===== src/rtl/amatch_pkg.sv =====
package amatch_pkg;

    parameter int ADDR_W = 7;
    localparam int BYTE_W = ADDR_W + 1;

    typedef struct packed {
        logic [ADDR_W-1:0] addr;
        logic              rw;
    } addr_byte_t;

    typedef enum logic {
        SEL_OWN  = 1'b0,
        SEL_MASK = 1'b1
    } reg_sel_e;

    typedef struct packed {
        logic hit;
        logic gc;
        logic rw;
    } match_res_t;

    localparam match_res_t NO_MATCH = '{hit: 1'b0, gc: 1'b0, rw: 1'b0};

    // True when the byte is the all-zero general call pattern (write)
    function automatic logic is_gcall(input addr_byte_t b);
        return (b.addr == '0) && !b.rw;
    endfunction

endpackage


===== src/rtl/amatch_regs.sv =====
module amatch_regs
    import amatch_pkg::*;
(
    input  logic              clk,
    input  logic              rst,
    input  logic              we,
    input  logic              sel,
    input  logic [BYTE_W-1:0] wdata,
    output logic [BYTE_W-1:0] rdata,
    output logic [ADDR_W-1:0] own_addr,
    output logic              gc_en,
    output logic [ADDR_W-1:0] mask
);
    logic [ADDR_W-1:0] own_q;
    logic              gc_q;
    logic [ADDR_W-1:0] mask_q;
    reg_sel_e          sel_e;

    assign sel_e = reg_sel_e'(sel);

    always_ff @(posedge clk) begin
        if (rst) begin
            own_q  <= '0;
            gc_q   <= 1'b0;
            mask_q <= '0;
        end else if (we) begin
            if (sel_e == SEL_OWN) begin
                own_q <= wdata[BYTE_W-1:1];
                gc_q  <= wdata[0];
            end else begin
                mask_q <= wdata[BYTE_W-1:1];
            end
        end
    end

    always_comb begin
        if (sel_e == SEL_OWN) rdata = {own_q, gc_q};
        else                  rdata = {mask_q, 1'b0};
    end

    assign own_addr = own_q;
    assign gc_en    = gc_q;
    assign mask     = mask_q;
endmodule


===== src/rtl/amatch_cmp.sv =====
module amatch_cmp
    import amatch_pkg::*;
(
    input  logic              vld,
    input  addr_byte_t        rx,
    input  logic [ADDR_W-1:0] own_addr,
    input  logic              gc_en,
    input  logic [ADDR_W-1:0] mask,
    output match_res_t        res
);
    logic [ADDR_W-1:0] bit_ok;
    logic              own_hit;
    logic              gc_hit;

    for (genvar i = 0; i < ADDR_W; i++) begin : g_bit
        assign bit_ok[i] = mask[i] | ~(rx.addr[i] ^ own_addr[i]);
    end

    assign own_hit = &bit_ok;
    assign gc_hit  = gc_en & is_gcall(rx);

    always_comb begin
        res = NO_MATCH;
        if (vld && (own_hit || gc_hit)) begin
            res.hit = 1'b1;
            res.gc  = !own_hit;
            res.rw  = rx.rw;
        end
    end
endmodule


===== src/rtl/amatch_out.sv =====
module amatch_out
    import amatch_pkg::*;
(
    input  logic       clk,
    input  logic       rst,
    input  match_res_t d,
    output match_res_t q
);
    always_ff @(posedge clk) begin
        if (rst) q <= NO_MATCH;
        else     q <= d;
    end
endmodule


===== src/rtl/addr_matcher.sv =====
module addr_matcher
    import amatch_pkg::*;
(
    input  logic              clk,
    input  logic              rst,
    input  logic              addr_vld,
    input  logic [BYTE_W-1:0] addr_byte,
    input  logic              reg_we,
    input  logic              reg_sel,
    input  logic [BYTE_W-1:0] reg_wdata,
    output logic [BYTE_W-1:0] reg_rdata,
    output logic              hit,
    output logic              hit_gc,
    output logic              hit_rw
);
    logic [ADDR_W-1:0] own_addr;
    logic              gc_en;
    logic [ADDR_W-1:0] mask;
    match_res_t        res_d;
    match_res_t        res_q;

    amatch_regs u_regs (
        .clk      (clk),
        .rst      (rst),
        .we       (reg_we),
        .sel      (reg_sel),
        .wdata    (reg_wdata),
        .rdata    (reg_rdata),
        .own_addr (own_addr),
        .gc_en    (gc_en),
        .mask     (mask)
    );

    amatch_cmp u_cmp (
        .vld      (addr_vld),
        .rx       (addr_byte_t'(addr_byte)),
        .own_addr (own_addr),
        .gc_en    (gc_en),
        .mask     (mask),
        .res      (res_d)
    );

    amatch_out u_out (
        .clk (clk),
        .rst (rst),
        .d   (res_d),
        .q   (res_q)
    );

    assign hit    = res_q.hit;
    assign hit_gc = res_q.gc;
    assign hit_rw = res_q.rw;
endmodule


===== config.mk =====
export PLATFORM = sky130hd
export DESIGN_NAME = addr_matcher
export DESIGN_NICKNAME = d
export VERILOG_FILES = /design/src/rtl/amatch_pkg.sv /design/src/rtl/amatch_regs.sv /design/src/rtl/amatch_cmp.sv /design/src/rtl/amatch_out.sv /design/src/rtl/addr_matcher.sv
export SDC_FILE = /design/constraint.sdc
export NUM_CORES = 1
export LEC_CHECK = 0
export BUFFER_PORTS_ARGS = -buffer_cell sky130_fd_sc_hd__buf_2
export CORE_UTILIZATION = 46
export CTS_CLUSTER_SIZE = 30
export DETAILED_ROUTE_END_ITERATION = 8
export HOLD_SLACK_MARGIN = 0.06
export PLACE_DENSITY = 0.76
export SLEW_MARGIN = 20
export SYNTH_ARGS = -nofsm -noshare
export SYNTH_HDL_FRONTEND = slang
export SYNTH_SLANG_ARGS = --single-unit

===== constraint.sdc =====
create_clock -name clk -period 1.7 [get_ports clk]
set_input_delay 0.34 -clock clk [delete_from_list [all_inputs] [get_ports clk]]
set_output_delay 0.34 -clock clk [all_outputs]
set_load 0.03 [all_outputs]

# After elaboration in Yosys (flattened, before gate mapping)
# Index checks and enable logic that the tools add are counted.
# W data, S select, Z words.
[word_totals] out_inout_bits=11 register_bits=18
[classes] reduce_logical=10 bitwise_logic=24 mux=2
[ops] op="$not A1 Y1" n=9
[ops] op="$mux W8" n=1
[ops] op="$logic_not A7 Y1" n=1
[ops] op="$or A1 B1 Y1" n=7
[ops] op="$reduce_and A7 Y1" n=1
[ops] op="$xor A1 B1 Y1" n=7
[ops] op="$reduce_and A2 Y1" n=2
[ops] op="$mux W3" n=1
[ops] op="$logic_and A1 B1 Y1" n=2
[ops] op="$logic_not A1 Y1" n=2
[ops] op="$reduce_or A2 Y1" n=1
[ops] op="$and A1 B1 Y1" n=1
[ops] op="$logic_or A1 B1 Y1" n=1

# Depth between registers and ports, before layout
# Gate-level depths: netlist of the first run.
[depth] ltp_word=8 depth_mapped=5 ltp_nobuf=4

# Modules after synthesis
# Synthesis of the first run repeated with hierarchy kept, for this count alone.
[unflattened] hier_cells=96 hier_area_um2=968.4
[by_module_without_submodules] mod="amatch_regs" seq_area_each_um2=300.3 cells_per_inst=70 area_each_um2=743.2 instances=1
[by_module_without_submodules] mod="amatch_cmp" seq_area_each_um2=0.0 cells_per_inst=20 area_each_um2=146.4 instances=1
[by_module_without_submodules] mod="amatch_out" seq_area_each_um2=60.1 cells_per_inst=6 area_each_um2=78.8 instances=1

# Worst setup path before layout of the first run
# OpenSTA, ideal clock, no wires.
[synth_timing] path_type="input port to output port" startpoint="in reg_sel" endpoint="out reg_rdata[1]" arrival_time_ps=1241 stages=3 slack_ps=119 required_time_ps=1360 path_cell_list="buf_2 -> buf_1 -> mux2_2"
[synth_between] elab_chain_cells=1
[synth_lines] item="from (decl)" line="addr_matcher.sv:9" text="input logic reg_sel,"
[synth_lines] item="$mux W8" line="amatch_regs.sv:37" text="if (sel_e == SEL_OWN) rdata = {own_q, gc_q};"
[synth_lines] item="to (decl)" line="addr_matcher.sv:11" text="output logic [BYTE_W-1:0] reg_rdata,"
# No other way between the ends.

# Final worst setup path of the first run
[layout_timing] startpoint="in reg_sel" endpoint="out reg_rdata[5]"
# Same word-level chain as after synthesis.

==> results.py, run 1 <==
metrics = {
    "placement": {
        "dp.cells": 144,
        "place_congestion": 0.762,
        "post-dp-hpwl_microns": 1350,
        "portBuffers": 31,
    },
    "power": {
        "finalPower_uw": 869,
        "p_leak_nw": 0.484,
        "ir_drop_mv": 0.471,
        "power_density_mw_per_mm2": 815,
    },
    "route": {
        "drc": 0,
        "vias": 749,
        "drt-initial-drc-count": 5,
        "drtPass1Iterations": 4,
        "wl_per_cell_microns": 12.3,
        "drt-vias-per-instance": 5.06,
        "antenna_left": 0,
        "routed_wl_microns": 1820,
    },
    "global_route": {
        "grt_pass1_vias": 699,
        "track_usage_pct": 20.6,
        "grt-ovfl-total": 0,
        "grt_pass1_wl_microns": 2990,
        "grt_max_degree": 16,
        "antenna_found_initial": 0,
    },
    "critical_path": {
        "critPathRequiredTime_ps": 1360,
        "crit_path_top_delay_cell": "mux2_2",
        "critPathLaunchType": "input pin",
        "critPathMaxStageDelay_ps": 380,
        "critPathMaxFanout": 14,
        "cp_top_family": "buffers and inverters",
        "critPathKind": "in2out",
        "cp-end-kind": "output port",
        "cp_common_cell": "buf_2",
        "critPathLaunch": "reg_sel",
        "worst-path-buf-inv": 2,
        "reg2reg_from": "u_regs.own_addr[4]",
        "critPathArrivalTime_ps": 1160,
        "crit_chain": "buf_2, mux2_2, buf_2",
    },
    "clock_network": {
        "htreeDepth": 1,
        "clock_latency_ps": 290,
        "cts_tree": "yes",
        "numCtsBuffers": 3,
        "clk_pin_slew_worst_paths_ps": 100,
        "clockRootBuffer": "clkbuf_4",
        "cts_sinks": 18,
        "clockBufferDepth": 2,
        "ctsHoldBuffers": 0,
        "postCtsSetupBuffers": 0,
        "cts_resized": 0,
    },
    "timing": {
        "min_period_over_period_pct": 88.5,
        "finClkSkew_ps": 6.23,
        "timing.slew.headroom_pct": 71.9,
        "worstMarginPinSlew_ps": 418,
        "report.final.setup_viol": 0,
        "hold_viol": 0,
        "fin_crit_ps": 1500,
        "fmax_ghz": 0.664,
        "holdWs_ps": 275,
        "rsz0062_at_grt": "no",
        "timing.setup.tns_ps": 0,
        "maxSlewViolCount": 0,
    },
    "synthesis": {
        "synthCells": 89,
        "synth_fa_ha_area_share_pct": 0,
        "synth_top_family_by_area": "simple AND/OR/NAND/NOR gates",
        "syn_avg_cell_area_sq_um": 9.32,
        "synth-warning-count": 0,
        "synth_xor_area_share_pct": 7.39,
        "synth-compound-area-share_pct": 7.69,
        "synthMuxAreaShare_pct": 19.2,
        "ys_types": 19,
        "synth_seq_area_share_pct": 43.4,
        "ys_ff_latch": 18,
        "syn_nets": 110,
        "synthesis.area_sq_um": 830,
        "synthSimpleGateAreaFrac_pct": 19.6,
    },
    "floorplan": {
        "die-area_sq_mm": 0.00198,
        "ios": 32,
        "die_w_microns": 44.5,
        "rows": 14,
        "start_util_pct": 52.0,
        "die_h_microns": 44.5,
        "core-area_sq_mm": 0.00159,
    },
    "finish": {
        "layout_commonest_cell": "buf_2",
        "layout_common_cells": "buf_2 (31), dfxtp_1 (18), nor2_1 (10)",
        "fillers": 131,
        "final_cells": 148,
        "diodes": 0,
        "drive_above_1_share_pct": 38.7,
        "nets": 146,
        "area_growth_pct": 28.5,
    },
    "min_path": {
        "min_path_type": "in2reg",
        "hold_path_startpoint": "reg_wdata[0]",
    },
    "run_status": {
        "status": "finished, final reports clean",
    },
    "flow_run": {
        "cap_violations": 0,
    },
}
power breakdown:
part,internal (mW),switching (mW),total (mW),leakage [nW]
Clock,0.130,0.131,0.262,0.0210
Sequential,0.439,0.0142,0.453,0.147
Combinational,0.0722,0.0826,0.155,0.316
Total,0.641,0.228,0.869,0.484
synthesized netlist by cell type:
cell	instances	area, sq um
o22ai_1	3	18.8
nor4_2	1	12.5
nor2_1	10	37.5
a21bo_1	1	10.0
nand3_1	7	35.0
nor4_1	1	6.26
clkbuf_1	1	3.75
mux2_2	7	78.8
or4_1	1	7.51
mux2i_1	8	80.1
a21oi_1	7	35.0
buf_1	1	3.75
dfxtp_1	18	360
buf_2	3	15.0
nand4b_1	1	8.76
xnor2_1	7	61.3
nand2_1	8	30.0
nor2b_1	3	18.8
and3_1	1	6.26
path summary, 6_finish.rpt:
path | to | slack [ps] | cells after the start
worst max-delay path | reg_rdata[5] | 200 | 3
worst min-delay path | u_regs.gc_en | 270 | 3
worst max register to register | u_out.q[0] | 390 | 4
worst min register to register | u_regs.mask[2] | 480 | 2
registers in the layout, indices dropped and copies added, names as in the netlist:
register and cells:
u_regs.mask 7, u_out.q 3, u_regs.gc_en 1, u_regs.own_addr 7
metal layers:
layer	up-vias	global-route usage [%]	wire length, microns
met5	-	0	0
met4	0	9.09	13
met3	2	3.67	70
met2	17	34.7	888
met1	350	25.6	845
li1	380	-	-
logic make-up after synthesis:
logic type / count (synthesis)
buffers and inverters: 5
AO/OA/AOI/OAI: 11
AND/OR/NAND/NOR: 33
flip-flops: 18
multiplexers: 15
XOR/XNOR: 7
through the flow:
step,util [%],cell area [sq um],worst slack (ps)
3_3_place_gp,64.6,1030,197
6_report,66.9,1070,195
5_1_grt,66.9,1070,166
2_1_floorplan,-,830,119
4_1_cts,66.9,1070,188
3_5_place_dp,64.6,1030,180
cell type report:
type,instances,area [sq um],area share [%]
tap,24,30.0,2.82
timing repair buffer,36,193,18.1
multi-input combinational,66,447,41.9
sequential,18,360,33.8
clock buffer,4,36.3,3.40
worst min-delay path, cell delays in order:
cell,delay (ps)
buf_2,80
mux2i_1,50
nor2_1,70
No activity file was read; power rests on OpenSTA's default activity.
==> inputs of run 2 (changes only) <==
REMOVE_ABC_BUFFERS = 1   (was not set)
==> results.py, run 2 (synthesized netlist as in run 1, its figures left out) <==
metrics = {
    "route": {
        "drt-vias-per-instance": 5.17,
        "antenna_left": 0,
        "routed_wl_microns": 1750,
        "drc": 0,
        "drtPass1Iterations": 4,
        "wl_per_cell_microns": 12.1,
        "vias": 750,
        "drt-initial-drc-count": 18,
    },
    "global_route": {
        "grt-ovfl-total": 0,
        "antenna_found_initial": 0,
        "grt_pass1_wl_microns": 2770,
        "grt_max_degree": 18,
        "grt_pass1_vias": 650,
        "track_usage_pct": 19.7,
    },
    "clock_network": {
        "cts_sinks": 18,
        "numCtsBuffers": 3,
        "clockRootBuffer": "clkbuf_4",
        "ctsHoldBuffers": 0,
        "clockBufferDepth": 2,
        "postCtsSetupBuffers": 0,
        "htreeDepth": 1,
        "cts_tree": "yes",
        "clk_pin_slew_worst_paths_ps": 90,
        "cts_resized": 0,
        "clock_latency_ps": 290,
    },
    "critical_path": {
        "crit_chain": "buf_2, mux2_2, buf_2",
        "reg2reg_from": "u_regs.own_addr[4]",
        "cp-end-kind": "output port",
        "setup.worst_path.end": "reg_rdata[2]",
        "critPathMaxFanout": 17,
        "cp.depth": 3,
        "r2r_setup_slack_ps": 360,
        "crit_path_top_delay_cell": "mux2_2",
        "cp_top_family": "buffers and inverters",
        "reg2regPathDepth": 4,
        "critPathRequiredTime_ps": 1360,
        "critPathLaunch": "reg_sel",
        "cp_common_cell": "buf_2",
        "critPathLaunchType": "input pin",
        "critPathArrivalTime_ps": 1180,
        "critPathKind": "in2out",
        "worst-path-buf-inv": 2,
        "r2r_end": "u_out.q[0]",
        "critPathMaxStageDelay_ps": 380,
    },
    "power": {
        "p_clk_share_pct": 25.3,
        "power_density_mw_per_mm2": 778,
        "p_comb_share_pct": 18.7,
        "p_leak_nw": 0.467,
        "seqPwrFrac_pct": 56.0,
        "switching_share_pct": 26.9,
        "internal_power_uw": 590,
        "p_sw_uw": 217,
        "ir_drop_mv": 0.471,
    },
    "timing": {
        "finClkSkew_ps": 2.83,
        "hold_viol": 0,
        "min_period_over_period_pct": 89.2,
        "holdWs_ps": 292,
        "fin_ws_ps": 184,
        "report.final.setup_viol": 0,
        "timing.slew.headroom_pct": 68.3,
        "maxSlewViolCount": 0,
        "worstMarginPinSlew_ps": 471,
        "fin_crit_ps": 1520,
        "rsz0062_at_grt": "no",
        "fmax_ghz": 0.660,
        "timing.setup.tns_ps": 0,
    },
    "finish": {
        "nets": 144,
        "area_growth_pct": 25.0,
        "diodes": 0,
        "layout_commonest_cell": "buf_2",
        "drive_above_1_share_pct": 37.2,
        "fillers": 130,
        "layout_common_cells": "buf_2 (31), dfxtp_1 (18), nor2_1 (10)",
    },
    "placement": {
        "detailedPlace.worstSlack_ps": 168,
        "portBuffers": 31,
        "place_congestion": 0.748,
        "post-dp-hpwl_microns": 1350,
    },
    "floorplan": {
        "die_h_microns": 44.5,
        "core-area_sq_mm": 0.00159,
        "start_util_pct": 52.0,
        "ios": 32,
        "rows": 14,
        "die-area_sq_mm": 0.00198,
        "die_w_microns": 44.5,
    },
    "run_status": {
        "status": "finished, final reports clean",
    },
    "min_path": {
        "hold_path_startpoint": "addr_byte[0]",
        "min_path_type": "in2reg",
    },
    "flow_run": {
        "cap_violations": 0,
    },
}
[run 2: changes by cell type in the layout (fill, tap and decap cells not counted), sizes merged]
| cell | previous run | this run |
|---|---|---|
| buf | 36 | 34 |
| clkbuf | 4 | 3 |
[run 2: power by group through the flow]
stage / sequential (mW) / clock (mW) / combinational, mW
after floorplan: 0.459 / 0 / 0.0856
after global placement: 0.461 / 0 / 0.149
after detailed placement: 0.462 / 0 / 0.151
after CTS: 0.452 / 0.211 / 0.151
after global routing: 0.455 / 0.231 / 0.165
final: 0.452 / 0.205 / 0.151
[run 2: worst min path at each step]
stage / end / slack, ps / cells after the start
after floorplan: u_regs.mask[0] / 410 / 1
after global placement: u_regs.mask[1] / 460 / 2
after detailed placement: u_regs.mask[6] / 460 / 2
after CTS: u_out.q[0] / 280 / 2
after global routing: u_out.q[0] / 280 / 2
final: u_out.q[0] / 290 / 2
[run 2: final cells by class]
cell class,count,area [sq um],area share [%]
Timing Repair Buffer,34,178,17.1
Clock buffer,3,22.5,2.17
Multi-Input combinational cell,66,447,43.1
Sequential cell,18,360,34.7
Tap cell,24,30.0,2.90
[run 2: metrics by stage]
step	util [%]	power (mW)	std cells	cell area (sq um)
finish	65.1	0.807	145	1040
CTS	65.1	0.814	145	1040
global route	65.1	0.850	145	1040
floorplan	-	0.544	84	807
detailed placement	63.7	0.612	142	1010
global placement	63.7	0.610	142	1010
[run 2: metal layers]
| layer | up-vias | track usage, % | share of wire [%] |
|---|---|---|---|
| li1 | 376 | - | - |
| met2 | 30 | 30.6 | 47 |
| met5 | - | 0 | 0 |
| met4 | 0 | 9.09 | 0.57 |
| met3 | 2 | 4.90 | 6.0 |
| met1 | 342 | 25.6 | 47 |
[run 2: worst register-to-register path: stages (launching register included)]
cell and delay (ps):
dfxtp_1 380, xnor2_1 130, o22ai_1 100, nor4_1 470, and3_1 210
